===== config.mk =====
export PLATFORM = sky130hd
export DESIGN_NAME = phyctl_top
export DESIGN_NICKNAME = d
export VERILOG_FILES = /design/src/rtl/phyctl_pkg.sv /design/src/rtl/phyctl_sync.sv /design/src/rtl/phyctl_regfile.sv /design/src/rtl/phyctl_resolve.sv /design/src/rtl/phyctl_loop.sv /design/src/rtl/phyctl_top.sv
export SDC_FILE = /design/constraint.sdc
export NUM_CORES = 1
export LEC_CHECK = 0
export ABC_AREA = 1
export BUFFER_PORTS_ARGS = -buffer_cell sky130_fd_sc_hd__buf_2
export CAP_MARGIN = 20
export CORE_MARGIN = 1
export CORE_UTILIZATION = 40
export CTS_BUF_LIST = sky130_fd_sc_hd__clkbuf_8
export CTS_CLUSTER_SIZE = 30
export DETAILED_ROUTE_END_ITERATION = 10
export MAX_ROUTING_LAYER = met4
export PLACE_DENSITY = 0.81
export SLEW_MARGIN = 10
export SYNTH_ARGS = -nofsm -noshare
export SYNTH_HDL_FRONTEND = slang
export SYNTH_SLANG_ARGS = --single-unit

===== constraint.sdc =====
create_clock -name clk -period 1.7 [get_ports clk]
set_input_delay 0.34 -clock clk [delete_from_list [all_inputs] [get_ports clk]]
set_output_delay 0.34 -clock clk [all_outputs]
set_load 0.05 [all_outputs]

===== src/rtl/phyctl_pkg.sv =====
package phyctl_pkg;

    localparam int REG_W    = 16;
    localparam int ADDR_W   = 5;
    localparam int MII_W    = 4;
    localparam int SYNC_STG = 2;
    localparam int LOOP_DLY = 2;

    // bit positions decoded by the resolver
    localparam int B_LOOP   = 14;
    localparam int B_RATE   = 13;
    localparam int B_AUTO   = 12;
    localparam int B_DUPLEX = 8;
    localparam int B_COLTST = 7;

    localparam logic [REG_W-1:0] WR_MASK =
        (16'h1 << B_LOOP) | (16'h1 << B_RATE) | (16'h1 << B_AUTO) |
        (16'h1 << B_DUPLEX) | (16'h1 << B_COLTST);
    localparam logic [REG_W-1:0] CTRL_RST = 16'h1 << B_AUTO;

    typedef struct packed {
        logic sw_mode;
        logic rate_sel;
        logic an_sel;
    } strap_t;

    localparam int STRAP_W = $bits(strap_t);

    typedef struct packed {
        logic speed100;
        logic full_dup;
        logic an_en;
        logic loopback;
        logic xmtr_en;
        logic rcvr_en;
        logic col_en;
    } eff_ctrl_t;

    localparam eff_ctrl_t EFF_RST = '{speed100: 1'b0, full_dup: 1'b0, an_en: 1'b0,
                                      loopback: 1'b0, xmtr_en: 1'b1, rcvr_en: 1'b1,
                                      col_en: 1'b1};

    // bits owned by the straps read as zero in hardware mode
    function automatic logic [REG_W-1:0] read_view(input logic [REG_W-1:0] r,
                                                   input logic sw);
        logic [REG_W-1:0] v;
        v = r;
        if (!sw) begin
            v[B_RATE] = 1'b0;
            v[B_AUTO] = 1'b0;
        end
        return v;
    endfunction

endpackage


===== src/rtl/phyctl_sync.sv =====
module phyctl_sync #(
    parameter int W      = 3,
    parameter int STAGES = 2
) (
    input  logic         clk,
    input  logic         rst,
    input  logic [W-1:0] d,
    output logic [W-1:0] q
);
    logic [W-1:0] stg [STAGES];

    always_ff @(posedge clk) begin
        if (rst) begin
            for (int i = 0; i < STAGES; i++) stg[i] <= '0;
        end else begin
            stg[0] <= d;
            for (int i = 1; i < STAGES; i++) stg[i] <= stg[i-1];
        end
    end

    assign q = stg[STAGES-1];
endmodule


===== src/rtl/phyctl_regfile.sv =====
module phyctl_regfile
    import phyctl_pkg::*;
#(
    parameter int               AW      = ADDR_W,
    parameter logic [AW-1:0]    MY_ADDR = '0
) (
    input  logic             clk,
    input  logic             rst,
    input  logic             wr_en,
    input  logic [AW-1:0]    addr,
    input  logic [REG_W-1:0] wdata,
    input  logic             sw_mode,
    output logic [REG_W-1:0] ctrl,
    output logic [REG_W-1:0] rdata
);
    logic [REG_W-1:0] store;
    logic             hit;

    assign hit = (addr == MY_ADDR);

    always_ff @(posedge clk) begin
        if (rst)               store <= CTRL_RST;
        else if (wr_en && hit) store <= wdata & WR_MASK;
    end

    assign ctrl  = store;
    assign rdata = hit ? read_view(store, sw_mode) : '0;


    wr_store_chk: assert property (@(posedge clk) disable iff (rst)
        (wr_en && hit) |=> (store == ($past(wdata) & WR_MASK)));


    wr_other_chk: assert property (@(posedge clk) disable iff (rst)
        (!(wr_en && hit)) |=> $stable(store));
endmodule


===== src/rtl/phyctl_resolve.sv =====
module phyctl_resolve
    import phyctl_pkg::*;
(
    input  logic             clk,
    input  logic             rst,
    input  logic [REG_W-1:0] ctrl,
    input  strap_t           st,
    input  logic             neg_speed100,
    input  logic             neg_full_dup,
    output eff_ctrl_t        eff
);
    eff_ctrl_t nx;

    always_comb begin
        nx = EFF_RST;
        if (!st.sw_mode) begin
            nx.an_en    = st.an_sel;
            nx.speed100 = st.rate_sel;
            nx.full_dup = st.an_sel ? neg_full_dup : ctrl[B_DUPLEX];
        end else if (ctrl[B_AUTO]) begin
            nx.an_en    = 1'b1;
            nx.speed100 = neg_speed100;
            nx.full_dup = neg_full_dup;
        end else begin
            nx.an_en    = 1'b0;
            nx.speed100 = ctrl[B_RATE];
            nx.full_dup = ctrl[B_DUPLEX];
        end
        nx.loopback = ctrl[B_LOOP];
        nx.xmtr_en  = !ctrl[B_LOOP];
        nx.rcvr_en  = !ctrl[B_LOOP];
        nx.col_en   = !ctrl[B_LOOP] || ctrl[B_COLTST];
    end

    always_ff @(posedge clk) begin
        if (rst) eff <= EFF_RST;
        else     eff <= nx;
    end


    hw_strap_chk: assert property (@(posedge clk) disable iff (rst)
        !st.sw_mode |=> (eff.speed100 == $past(st.rate_sel)) && (eff.an_en == $past(st.an_sel)));


    sw_auto_chk: assert property (@(posedge clk) disable iff (rst)
        (st.sw_mode && ctrl[B_AUTO]) |=> eff.an_en && (eff.speed100 == $past(neg_speed100))
                                         && (eff.full_dup == $past(neg_full_dup)));


    sw_manual_chk: assert property (@(posedge clk) disable iff (rst)
        (st.sw_mode && !ctrl[B_AUTO]) |=> !eff.an_en && (eff.speed100 == $past(ctrl[B_RATE]))
                                          && (eff.full_dup == $past(ctrl[B_DUPLEX])));


    loop_gate_chk: assert property (@(posedge clk) disable iff (rst)
        ctrl[B_LOOP] |=> !eff.xmtr_en && !eff.rcvr_en && (eff.col_en == $past(ctrl[B_COLTST])));
endmodule


===== src/rtl/phyctl_loop.sv =====
module phyctl_loop
    import phyctl_pkg::*;
#(
    parameter int DW = MII_W
) (
    input  logic          clk,
    input  logic          rst,
    input  logic          lb_i,
    input  logic          tx_en_i,
    input  logic [DW-1:0] txd_i,
    input  logic          line_dv_i,
    input  logic [DW-1:0] line_d_i,
    output logic          rx_dv_o,
    output logic [DW-1:0] rxd_o
);
    typedef struct packed {
        logic          v;
        logic [DW-1:0] d;
    } beat_t;

    beat_t pipe [LOOP_DLY];

    genvar g;
    generate
        for (g = 0; g < LOOP_DLY; g++) begin : g_stage
            always_ff @(posedge clk) begin
                if (rst) begin
                    pipe[g] <= '0;
                end else if (g == 0) begin
                    pipe[g] <= '{v: tx_en_i, d: txd_i};
                end else begin
                    pipe[g] <= pipe[(g == 0) ? 0 : g-1];
                end
            end
        end
    endgenerate

    assign rx_dv_o = lb_i ? pipe[LOOP_DLY-1].v : line_dv_i;
    assign rxd_o   = lb_i ? pipe[LOOP_DLY-1].d : line_d_i;


    loop_delay_chk: assert property (@(posedge clk) disable iff (rst)
        lb_i |-> (rx_dv_o == $past(tx_en_i, 2)) && (rxd_o == $past(txd_i, 2)));
endmodule


===== src/rtl/phyctl_top.sv =====
module phyctl_top
    import phyctl_pkg::*;
(
    input  logic              clk,
    input  logic              rst,
    input  logic              reg_wr_en,
    input  logic [ADDR_W-1:0] reg_addr,
    input  logic [REG_W-1:0]  reg_wdata,
    output logic [REG_W-1:0]  reg_rdata,
    input  logic              pin_sw_mode,
    input  logic              pin_rate,
    input  logic              pin_an_sel,
    input  logic              neg_speed100,
    input  logic              neg_full_dup,
    input  logic              link_up,
    output logic              eff_speed100,
    output logic              eff_full_dup,
    output logic              eff_an_en,
    output logic              eff_loopback,
    output logic              xmtr_en,
    output logic              rcvr_en,
    output logic              col_det_en,
    output logic              link_rate100,
    input  logic              mac_tx_en,
    input  logic [MII_W-1:0]  mac_txd,
    output logic              mac_rx_dv,
    output logic [MII_W-1:0]  mac_rxd,
    input  logic              line_rx_dv,
    input  logic [MII_W-1:0]  line_rxd,
    output logic              line_tx_en,
    output logic [MII_W-1:0]  line_txd
);
    strap_t           st_raw, st;
    logic [REG_W-1:0] ctrl;
    eff_ctrl_t        eff;

    assign st_raw = '{sw_mode: pin_sw_mode, rate_sel: pin_rate, an_sel: pin_an_sel};

    phyctl_sync #(.W(STRAP_W), .STAGES(SYNC_STG)) u_sync (
        .clk (clk),
        .rst (rst),
        .d   (st_raw),
        .q   (st)
    );

    phyctl_regfile #(.AW(ADDR_W), .MY_ADDR('0)) u_reg (
        .clk     (clk),
        .rst     (rst),
        .wr_en   (reg_wr_en),
        .addr    (reg_addr),
        .wdata   (reg_wdata),
        .sw_mode (st.sw_mode),
        .ctrl    (ctrl),
        .rdata   (reg_rdata)
    );

    phyctl_resolve u_res (
        .clk          (clk),
        .rst          (rst),
        .ctrl         (ctrl),
        .st           (st),
        .neg_speed100 (neg_speed100),
        .neg_full_dup (neg_full_dup),
        .eff          (eff)
    );

    phyctl_loop #(.DW(MII_W)) u_loop (
        .clk       (clk),
        .rst       (rst),
        .lb_i      (eff.loopback),
        .tx_en_i   (mac_tx_en),
        .txd_i     (mac_txd),
        .line_dv_i (line_rx_dv),
        .line_d_i  (line_rxd),
        .rx_dv_o   (mac_rx_dv),
        .rxd_o     (mac_rxd)
    );

    assign eff_speed100 = eff.speed100;
    assign eff_full_dup = eff.full_dup;
    assign eff_an_en    = eff.an_en;
    assign eff_loopback = eff.loopback;
    assign xmtr_en      = eff.xmtr_en;
    assign rcvr_en      = eff.rcvr_en;
    assign col_det_en   = eff.col_en;
    assign link_rate100 = link_up && eff.speed100;
    assign line_tx_en   = mac_tx_en && eff.xmtr_en;
    assign line_txd     = mac_txd;


    line_quiet_chk: assert property (@(posedge clk) disable iff (rst)
        $past(ctrl[B_LOOP]) |-> !line_tx_en);


    rate_status_chk: assert property (@(posedge clk) disable iff (rst)
        link_rate100 |-> (link_up && eff_speed100));
endmodule


==> results.ini <==
[placed_design]
place.gp.congestion=0.8280
numPlacedInstances=214
dpl_cell_area_um2=1304
dp_slack_ns=0.1871
numPortBuffers=51
place.detailed.hpwl_mm=1.296

[worst_hold_path]
hp-class=input pin to flop
hold_path_startpoint=pin_an_sel
hold_path_end=u_sync.stg[0][0]
whs_path_depth=3

[synthesis]
postSynthAreaPerCell_um2=7.827
ys_types=16
synth_top_area_cell=dfxtp_1
synth_area_um2=1104
ys_seq_area_share_pct=48.98
synth_seq_cells=27
synth_area_leaders=dfxtp_1 49%, nor2_1 12%, buf_4 11%, inv_1 8.5%, nand2_1 6.5%
synth_top_area_share_pct=48.98
yosysWarnings=0
netlist_instances=141

[timing]
period_needed_ns=1.550
hold_viol_final=0
fmax_mhz=645.0
fin_tns_setup_ns=0
finalSetupViolations=0
rsz0062_at_grt=false
fin_crit_sh_pct=91.20
final.setup.worst_slack_ns=0.1497
drv_slew=0
worst_clock_skew_ns=0.001612

[die]
die_y_um=54.53
die-area_um2=2973
die_x_um=54.53
row_count=18
coreArea_um2=2545
start_util_pct=43.36
io_pins=74

[worst_setup_path]
reg2reg_depth=5
arrival_ns=1.21
cp_max_fo=6
timing.rr.end=u_res.eff[5]
critPathKind=flop to output pin
worstPathRequired_ns=1.36
r2r-start=u_reg.ctrl[12]
cp-end-kind=output pin
cp-start-kind=flop
startpoint=u_res.eff[3]
reg2reg_slack_ns=0.84

[power_and_ir_drop]
p_int_w=0.0008702
power.switching_w=0.0003473
pwr_density_cell_nw_per_um2=901.0
p_total_w=0.001217
vdd_drop_max_mv=0.4672
combPwrFrac_pct=17.7
seq_power_share_pct=54.3
sw_frac_of_total_pct=28.52
pwr-share-clk_pct=28.0
p_leak_nw=0.7685

[clocking]
post_cts_buffers=0
cts.clk_slew.worst_paths_ns=0.08
numCtsBuffers=3
cts.sinks=27
h-tree-depth=1
root_buffer=clkbuf_8
cts_buffer_depth=2
cts_tree=built
clock_latency_ns=0.26

[drt]
drtIter0Drc=8
ant_nets=0
totalWireLength_mm=1.633
vias=854
dr.pass1.iters=4
drc=0
viasPerCell=3.917
avgRoutedWirePerCell_um=7.491

[cells_and_area]
num-fill-cells=254
num_antenna_cells=0
final_cells=218
seqCellArea_um2=541.8
multiInputGateArea_um2=360.3
stdcell_area_um2=1351
area_growth_syn_to_layout_pct=22.45
final_layout_size_suffix_gt1_share_pct=34.04
finalNetCount=229

[global_route]
grt_max_degree=21
grt_usage_pct=12.79
grt_antenna_before_repair=0
gr-total-overflow=0
grt_pass1_vias=661
grt_pass1_wl_mm=2.601

[flow_run]
maxCapViolCount=0

[status]
status=finished clean

-- critical path, stage by stage, from the launching register on --
cell     delay (ns)
dfxtp_2        0.41
mux2_1         0.33
buf_2          0.21
-- metrics by stage --
step	hold WS (ns)	utilization [%]
CTS	0.2683	53.05
floorplan	0.3883	-
finish	0.2741	53.10
global placement	0.3891	51.23
detailed placement	0.3921	51.23
global route	0.2625	53.10
-- power by group through the flow --
stage                     Sequential [W]  Clock [W]  Combinational, W
after floorplan                 0.000689          0          0.000176
after global placement          0.000676          0          0.000215
after detailed placement        0.000676          0          0.000217
after CTS                       0.000661   0.000357          0.000217
after global routing            0.000664   0.000392          0.000235
final                           0.000661   0.000340          0.000216
-- metal layers --
layer	vias up	share of wire, %	GRT usage, %
li1	472	-	-
met1	355	43	14.48
met2	25	51	20.73
met3	2	4.7	3.333
met4	0	1.7	6.410
met5	-	0	-
-- how the worst max path moves through the flow --
stage	to
after detailed placement	reg_rdata[14]
final	mac_rxd[3]
after global routing	mac_rxd[0]
after floorplan	reg_rdata[12]
after global placement	reg_rdata[13]
after CTS	mac_rxd[3]
-- repair_timing --
action / 4_1_cts / 5_1_grt
hold buffers: 0 / 0
endpoints found under the setup margin: 0 / 2
gates resized for setup: 0 / 1
-- flip-flops by register name, summed over array words and instances (netlist names) --
signal / flops
u_sync.stg: 6
u_loop.pipe: 10
u_res.eff: 6
u_reg.ctrl: 5
-- cell type report --
cell class	count	share of cell area (%)
well taps	30	2.778
multi-input cells	77	26.67
clock buffers	3	3.056
inverters	29	8.148
flip-flops and latches	27	40.09
clock inverters	1	0.3704
repair buffers	51	18.89
-- placed cells by master, fill, tap and decap left out, types with 2 or more instances in the layout --
cell type  count
mux2_1         5
clkbuf_8       3
inv_2          3
nor2_1        34
buf_2         51
inv_1         25
conb_1        11
dfxtp_1       26
nand2_1       19
nor2_2         2
o21ai_1        2
clkinv_2       2
-- cell usage after synthesis --
| cell type | count |
|---|---|
| conb_1 | 1 |
| nand3_1 | 1 |
| buf_4 | 16 |
| nand2_1 | 19 |
| nor2_1 | 34 |
| nand3_2 | 1 |
| mux2_1 | 5 |
| a21oi_1 | 1 |
| buf_2 | 2 |
| o21ai_1 | 2 |
| clkinv_2 | 1 |
| inv_2 | 3 |
| nor2_2 | 2 |
| inv_1 | 25 |
| dfxtp_1 | 27 |
| nand4_4 | 1 |
-- logic make-up after synthesis --
kind of cell / after synthesis / synth area share, %
flops: 27 / 48.98
mux: 5 / 5.102
compound gates: 3 / 1.360
other cells: 1 / 0.3398
simple gates: 58 / 22.45
buf+inv: 47 / 21.77
(Power assumes the default switching activity.)
